`src/rtl/adc_seq_pkg.sv`:
```
package adc_seq_pkg;
   typedef enum logic {
      SAR_IDLE = 1'b0,
      SAR_RUN  = 1'b1
   } sar_state_e;

   function automatic int unsigned conv_len(input int unsigned res_w, input int unsigned cyc_per_bit);
      return res_w * cyc_per_bit;
   endfunction
endpackage

```
`src/rtl/adc_start_sync.sv`:
```
module adc_start_sync #(
   parameter int unsigned SYNC_STAGES = 2,
   parameter bit          RISE_ACTIVE = 1'b1
) (
   input  logic clk,
   input  logic rst_n,
   input  logic pin_async,
   output logic edge_pulse
);
   logic [SYNC_STAGES-1:0] sync_q;
   logic                   prev_q;

   always_ff @(posedge clk or negedge rst_n) begin
      if (!rst_n) begin
         sync_q <= '0;
         prev_q <= 1'b0;
      end else begin
         sync_q <= {sync_q[SYNC_STAGES-2:0], pin_async};
         prev_q <= sync_q[SYNC_STAGES-1];
      end
   end

   generate
      if (RISE_ACTIVE) begin : g_rise
         assign edge_pulse = sync_q[SYNC_STAGES-1] & ~prev_q;
      end else begin : g_fall
         assign edge_pulse = ~sync_q[SYNC_STAGES-1] & prev_q;
      end
   endgenerate
endmodule

```
`src/rtl/adc_start_gate.sv`:
```
module adc_start_gate (
   input  logic sw_start,
   input  logic pin_pulse,
   input  logic busy,
   input  logic done,
   input  logic clr_done,
   input  logic lp_req,
   output logic start_go
);
   logic any_req;
   logic slot_free;

   always_comb begin
      any_req   = sw_start | pin_pulse;
      slot_free = ~busy & (~done | clr_done) & ~lp_req;
      start_go  = any_req & slot_free;
   end
endmodule

```
`src/rtl/adc_sar_core.sv`:
```
module adc_sar_core
   import adc_seq_pkg::*;
#(
   parameter int unsigned RES_W       = 8,
   parameter int unsigned CYC_PER_BIT = 3
) (
   input  logic             clk,
   input  logic             rst_n,
   input  logic             start,
   input  logic             abort,
   input  logic             step_en,
   input  logic             cmp_hi,
   output logic             running,
   output logic             finish,
   output logic [RES_W-1:0] final_code,
   output logic [RES_W-1:0] trial_code
);
   localparam int unsigned IDX_W = (RES_W > 1) ? $clog2(RES_W) : 1;
   localparam int unsigned PH_W  = (CYC_PER_BIT > 1) ? $clog2(CYC_PER_BIT) : 1;
   localparam logic [PH_W-1:0]  PH_LAST  = PH_W'(CYC_PER_BIT - 1);
   localparam logic [IDX_W-1:0] IDX_TOP  = IDX_W'(RES_W - 1);
   localparam logic [RES_W-1:0] ONE_HOT0 = {{(RES_W-1){1'b0}}, 1'b1};

   sar_state_e       state_q;
   logic [PH_W-1:0]  phase_q;
   logic [IDX_W-1:0] idx_q;
   logic [RES_W-1:0] sar_q;

   logic             decide;
   logic             last_bit;
   logic [RES_W-1:0] cur_mask;
   logic [RES_W-1:0] kept;
   logic [RES_W-1:0] next_sar;

   always_comb begin
      decide   = (state_q == SAR_RUN) && step_en && (phase_q == PH_LAST) && !abort;
      last_bit = (idx_q == '0);
      cur_mask = ONE_HOT0 << idx_q;
      kept     = cmp_hi ? sar_q : (sar_q & ~cur_mask);
      next_sar = last_bit ? kept : (kept | (cur_mask >> 1));
   end

   always_ff @(posedge clk or negedge rst_n) begin
      if (!rst_n) begin
         state_q <= SAR_IDLE;
         phase_q <= '0;
         idx_q   <= '0;
         sar_q   <= '0;
      end else if (abort) begin
         state_q <= SAR_IDLE;
         phase_q <= '0;
         idx_q   <= '0;
         sar_q   <= '0;
      end else if (start) begin
         state_q <= SAR_RUN;
         phase_q <= '0;
         idx_q   <= IDX_TOP;
         sar_q   <= ONE_HOT0 << IDX_TOP;
      end else if (state_q == SAR_RUN && step_en) begin
         if (phase_q == PH_LAST) begin
            phase_q <= '0;
            if (last_bit) begin
               state_q <= SAR_IDLE;
               sar_q   <= '0;
            end else begin
               idx_q <= idx_q - 1'b1;
               sar_q <= next_sar;
            end
         end else begin
            phase_q <= phase_q + 1'b1;
         end
      end
   end

   assign running    = (state_q == SAR_RUN);
   assign finish     = decide && last_bit;
   assign final_code = next_sar;
   assign trial_code = sar_q;
endmodule

```
`src/rtl/adc_seq_ctrl.sv`:
```
module adc_seq_ctrl #(
   parameter int unsigned RES_W       = 8,
   parameter int unsigned CH_W        = 3,
   parameter int unsigned CYC_PER_BIT = 3,
   parameter int unsigned SYNC_STAGES = 2,
   parameter bit          EXT_RISE    = 1'b1
) (
   input  logic             clk,
   input  logic             rst_n,
   input  logic             mc_en,
   input  logic             ext_start,
   input  logic             sw_start,
   input  logic             sw_clr_done,
   input  logic [CH_W-1:0]  ch_sel,
   input  logic             lp_req,
   input  logic             cmp_hi,
   output logic [CH_W-1:0]  mux_ch,
   output logic [RES_W-1:0] dac_code,
   output logic             busy,
   output logic             done,
   output logic [RES_W-1:0] result
);
   generate
      if (RES_W < 2) begin : g_bad_res
         $error("RES_W must be at least 2");
      end
      if (CH_W < 1) begin : g_bad_ch
         $error("CH_W must be at least 1");
      end
      if (CYC_PER_BIT < 1) begin : g_bad_cyc
         $error("CYC_PER_BIT must be at least 1");
      end
      if (SYNC_STAGES < 2) begin : g_bad_sync
         $error("SYNC_STAGES must be at least 2");
      end
   endgenerate

   logic             pin_pulse;
   logic             start_go;
   logic             core_run;
   logic             core_fin;
   logic [RES_W-1:0] core_final;
   logic [RES_W-1:0] core_trial;
   logic             done_q;
   logic [RES_W-1:0] result_q;
   logic [CH_W-1:0]  ch_q;

   adc_start_sync #(
      .SYNC_STAGES(SYNC_STAGES),
      .RISE_ACTIVE(EXT_RISE)
   ) u_sync (
      .clk       (clk),
      .rst_n     (rst_n),
      .pin_async (ext_start),
      .edge_pulse(pin_pulse)
   );

   adc_start_gate u_gate (
      .sw_start (sw_start),
      .pin_pulse(pin_pulse),
      .busy     (core_run),
      .done     (done_q),
      .clr_done (sw_clr_done),
      .lp_req   (lp_req),
      .start_go (start_go)
   );

   adc_sar_core #(
      .RES_W      (RES_W),
      .CYC_PER_BIT(CYC_PER_BIT)
   ) u_core (
      .clk       (clk),
      .rst_n     (rst_n),
      .start     (start_go),
      .abort     (lp_req),
      .step_en   (mc_en),
      .cmp_hi    (cmp_hi),
      .running   (core_run),
      .finish    (core_fin),
      .final_code(core_final),
      .trial_code(core_trial)
   );

   always_ff @(posedge clk or negedge rst_n) begin
      if (!rst_n) begin
         done_q   <= 1'b0;
         result_q <= '0;
         ch_q     <= '0;
      end else begin
         if (core_fin) begin
            done_q   <= 1'b1;
            result_q <= core_final;
         end else if (sw_clr_done || start_go) begin
            done_q <= 1'b0;
         end
         if (start_go) begin
            ch_q <= ch_sel;
         end
      end
   end

   assign mux_ch   = ch_q;
   assign dac_code = core_trial;
   assign busy     = core_run;
   assign done     = done_q;
   assign result   = result_q;
endmodule

```
`config.mk`:
```
export PLATFORM = sky130hd
export DESIGN_NAME = adc_seq_ctrl
export DESIGN_NICKNAME = d
export VERILOG_FILES = /design/src/rtl/adc_seq_pkg.sv /design/src/rtl/adc_start_sync.sv /design/src/rtl/adc_start_gate.sv /design/src/rtl/adc_sar_core.sv /design/src/rtl/adc_seq_ctrl.sv
export SDC_FILE = /design/constraint.sdc
export NUM_CORES = 1
export LEC_CHECK = 0
export ABC_AREA = 1
export BUFFER_PORTS_ARGS = -buffer_cell sky130_fd_sc_hd__buf_2
export CAP_MARGIN = 20
export CELL_PAD_IN_SITES_DETAIL_PLACEMENT = 1
export CELL_PAD_IN_SITES_GLOBAL_PLACEMENT = 1
export CORE_ASPECT_RATIO = 2
export CORE_UTILIZATION = 39
export CTS_CLUSTER_SIZE = 14
export DETAILED_ROUTE_END_ITERATION = 10
export PLACE_DENSITY = 0.84
export SYNTH_ARGS = -nofsm -noshare
export SYNTH_HDL_FRONTEND = slang
export SYNTH_SLANG_ARGS = --single-unit
```
`constraint.sdc`:
```
create_clock -name clk -period 2 [get_ports clk]
set_input_delay 0.4 -clock clk [delete_from_list [all_inputs] [get_ports clk]]
set_output_delay 0.4 -clock clk [all_outputs]
set_load 0.01 [all_outputs]
```
==> out/results.ini <==
[sta]
setup_viol=0
period_needed_ns=1.81
hold_violations=0
rsz0062_at_grt=true
slew_violations=0
period_share=0.907
fin_skew_ns=0.00422
fin_hold_ws_ns=0.139
slew-limit-headroom=0.573
setup_slack_ns=0.187
fmax_ghz=0.551
worstMarginPinSlew_ns=0.641
tns_ns=0

[floorplanning]
initial_core_util=0.414
die_w_um=44.8
die-area_um2=3930
pin_count=32
die_y_um=87.7
row_count=30
coreArea_um2=3450

[global_routing]
grt_pass1_vias=1422
grt_max_degree=30
antenna_found_initial=0
grt_usage=0.223
grt_pass1_wl_um=6330
overflow=0

[layout]
final_cells=255
multi_input_area_um2=639
n_fill_cell=439
seq_area_um2=726
final_area_um2=1720
drive_gt1_frac=0.237
fin_nets=222
syn_to_final_growth_pct=20.1
diodes=0

[synthesis]
netlist_top_cells_count=nand2_1, dfrtp_1, nand3_1
yosysMostFrequentCell=nand2_1
syn_area_um2=1430
synth_fa_ha_area_frac=0.0437
muxShareOfSynthArea=0
yosys-top-cells-area=dfrtp_1, nand2_1, nand3_1
synthFlopType=dfrtp_1
avgSynthCellArea_um2=8.37
ys_seq_elements=29
ys_seq_area_frac=0.507
synth_fp_nets=187
synth_edf_count=0
async_flop_share=1.00
synthSimpleGateAreaFrac=0.306
netlist_instances=171
synth_top_area_share=0.507
yosysWarnings=0
synth_xor_area_frac=0.00612
ys_types=23
synth_compound_area_frac=0.0909
synth_top_area_cell=dfrtp_1
synth_top_family_by_area=simple AND/OR/NAND/NOR gates

[cts]
cts_hold_buf=0
cts-root-buf=clkbuf_8
clkLatencyLatePin_ns=0.28
postCtsSetupBuffers=0
cts_tree=yes
cts_resized=0
numCtsBuffers=5
cts.sinks=29
clock_path_buffers=2
path_clk_slew_ns=0.07
h-tree-depth=2

[power_and_ir_drop]
ir_drop_mv=0.556
leakagePower_nw=0.966
p_per_area_nw_per_um2=758

[critical_path]
critPathSlowestCell=dfrtp_1
end_kind=flop
r2r-start=u_core.idx_q[0]$_DFFE_PN0P_
slowest_delay_ns=0.41
worst-endpoint-required_ns=2.22
crit_family=simple AND/OR/NAND/NOR gates
cp-startpoint=u_core.idx_q[0]$_DFFE_PN0P_
cp_cell_sequence=inv_1 > ha_1 > inv_1 > nor2_1 > nand2_1 > nor2_2 > nand3_1 > nand2_1
crit_arrival_ns=2.03
crit_buf_inv=2
startpoint_type=flop
worst-setup-path-type=reg2reg
cp_max_fo=12

[route]
vias=1317
drc=0
viasPerCell=5.16
wirelength_um=3790
routedWlPerCell_um=14.8
ant_nets=0
drt_pre_antenna_iters=4
drtIter0Drc=32

[run_status]
status=complete, no violations

[placed_design]
portBuffers=31
hpwl_um=2970
gp_congestion=0.981
pre_cts_slack_ns=0.198
dp_cells=247
dpl-instance-area_um2=1630

[run]
maxCapViolCount=0

[hold_path]
min_path_type=in2async

-- through the flow --
step | total power [W] | utilization
2_1_floorplan | 0.000759 | -
3_3_place_gp | 0.000824 | 0.473
3_5_place_dp | 0.000836 | 0.473
4_1_cts | 0.00132 | 0.498
5_1_grt | 0.00137 | 0.498
6_report | 0.00130 | 0.498
-- cell families (layout without fill, tap and decap cells) --
kind of cell | Yosys count | in the layout
AOI/OAI and AO/OA | 22 | 22
adders and majority gates | 5 | 5
buffers and inverters | 17 | 53
DFF | 29 | 29
xor gates and xnor gates | 1 | 1
and+or+nand+nor | 97 | 97
-- flip-flops by register name, summed over array words and instances, names as in the netlist --
name,cells
u_sync.prev_q,1
u_sync.sync_q,2
done,1
mux_ch,3
u_core.trial_code,8
u_core.idx_q,3
result,8
u_core.running,1
u_core.phase_q,2
-- cells in the final DEF, fill, tap and decap left out --
| master | n |
|---|---|
| clkinv_1 | 1 |
| o21ai_1 | 5 |
| o21bai_2 | 1 |
| buf_2 | 31 |
| nand4_1 | 1 |
| clkinv_2 | 2 |
| o22ai_1 | 1 |
| nor2_1 | 8 |
| nand3_1 | 23 |
| dfrtp_1 | 29 |
| a21oi_1 | 1 |
| a21oi_4 | 1 |
| nand2_4 | 2 |
| inv_1 | 12 |
| o21ai_0 | 12 |
| inv_2 | 1 |
| ha_1 | 5 |
| xnor2_1 | 1 |
| nand2_2 | 1 |
| nand2_1 | 58 |
| clkbuf_8 | 5 |
| clkinvlp_4 | 1 |
| a31oi_1 | 1 |
| nor2_4 | 3 |
| nor2_2 | 1 |
-- report_power, final --
group | internal [W] | total (W) | switching (W)
combinational | 0.0000610 | 0.000181 | 0.000119
sequential | 0.000616 | 0.000642 | 0.0000265
clock | 0.000240 | 0.000480 | 0.000241
-- worst reg2reg max path, delay by kind of cell (launching register included) --
| family | cells | cell delay, ns |
|---|---|---|
| adders and majority gates | 1 | 0.23 |
| DFF | 1 | 0.41 |
| and+or+nand+nor | 5 | 0.92 |
| buffers and inverters | 2 | 0.20 |
-- cell type report --
type,instances,area share
repair buffers,31,0.0902
multi-input cells,125,0.372
flip-flops and latches,29,0.422
inverters,14,0.0306
well taps,48,0.0349
clock inverters,3,0.0102
clock buffers,5,0.0400
-- worst paths after layout --
path | to | slack (ns) | depth (start not counted)
worst min-delay path | mux_ch[2]$_DFFE_PN0P_ | 0.14 | 1
worst max-delay path | result[7]$_DFFE_PN0P_ | 0.19 | 8
worst min register to register | u_sync.sync_q[1]$_DFF_PN0_ | 0.37 | 0
worst max register to register | result[7]$_DFFE_PN0P_ | 0.19 | 8
max in group asynchronous | u_sync.sync_q[1]$_DFF_PN0_ | 1.44 | 1
min in group clk | u_sync.sync_q[0]$_DFF_PN0_ | 0.23 | 1
-- routing by layer --
metal / routed length, um / GRT usage / vias to the layer above
met5: 0 / 0 / -
met3: 131 / 0.0454 / 11
met2: 2230 / 0.429 / 39
met4: 82 / 0.0937 / 0
li1: - / - / 622
met1: 1340 / 0.214 / 645
No activity file was read; power rests on OpenSTA's default activity.
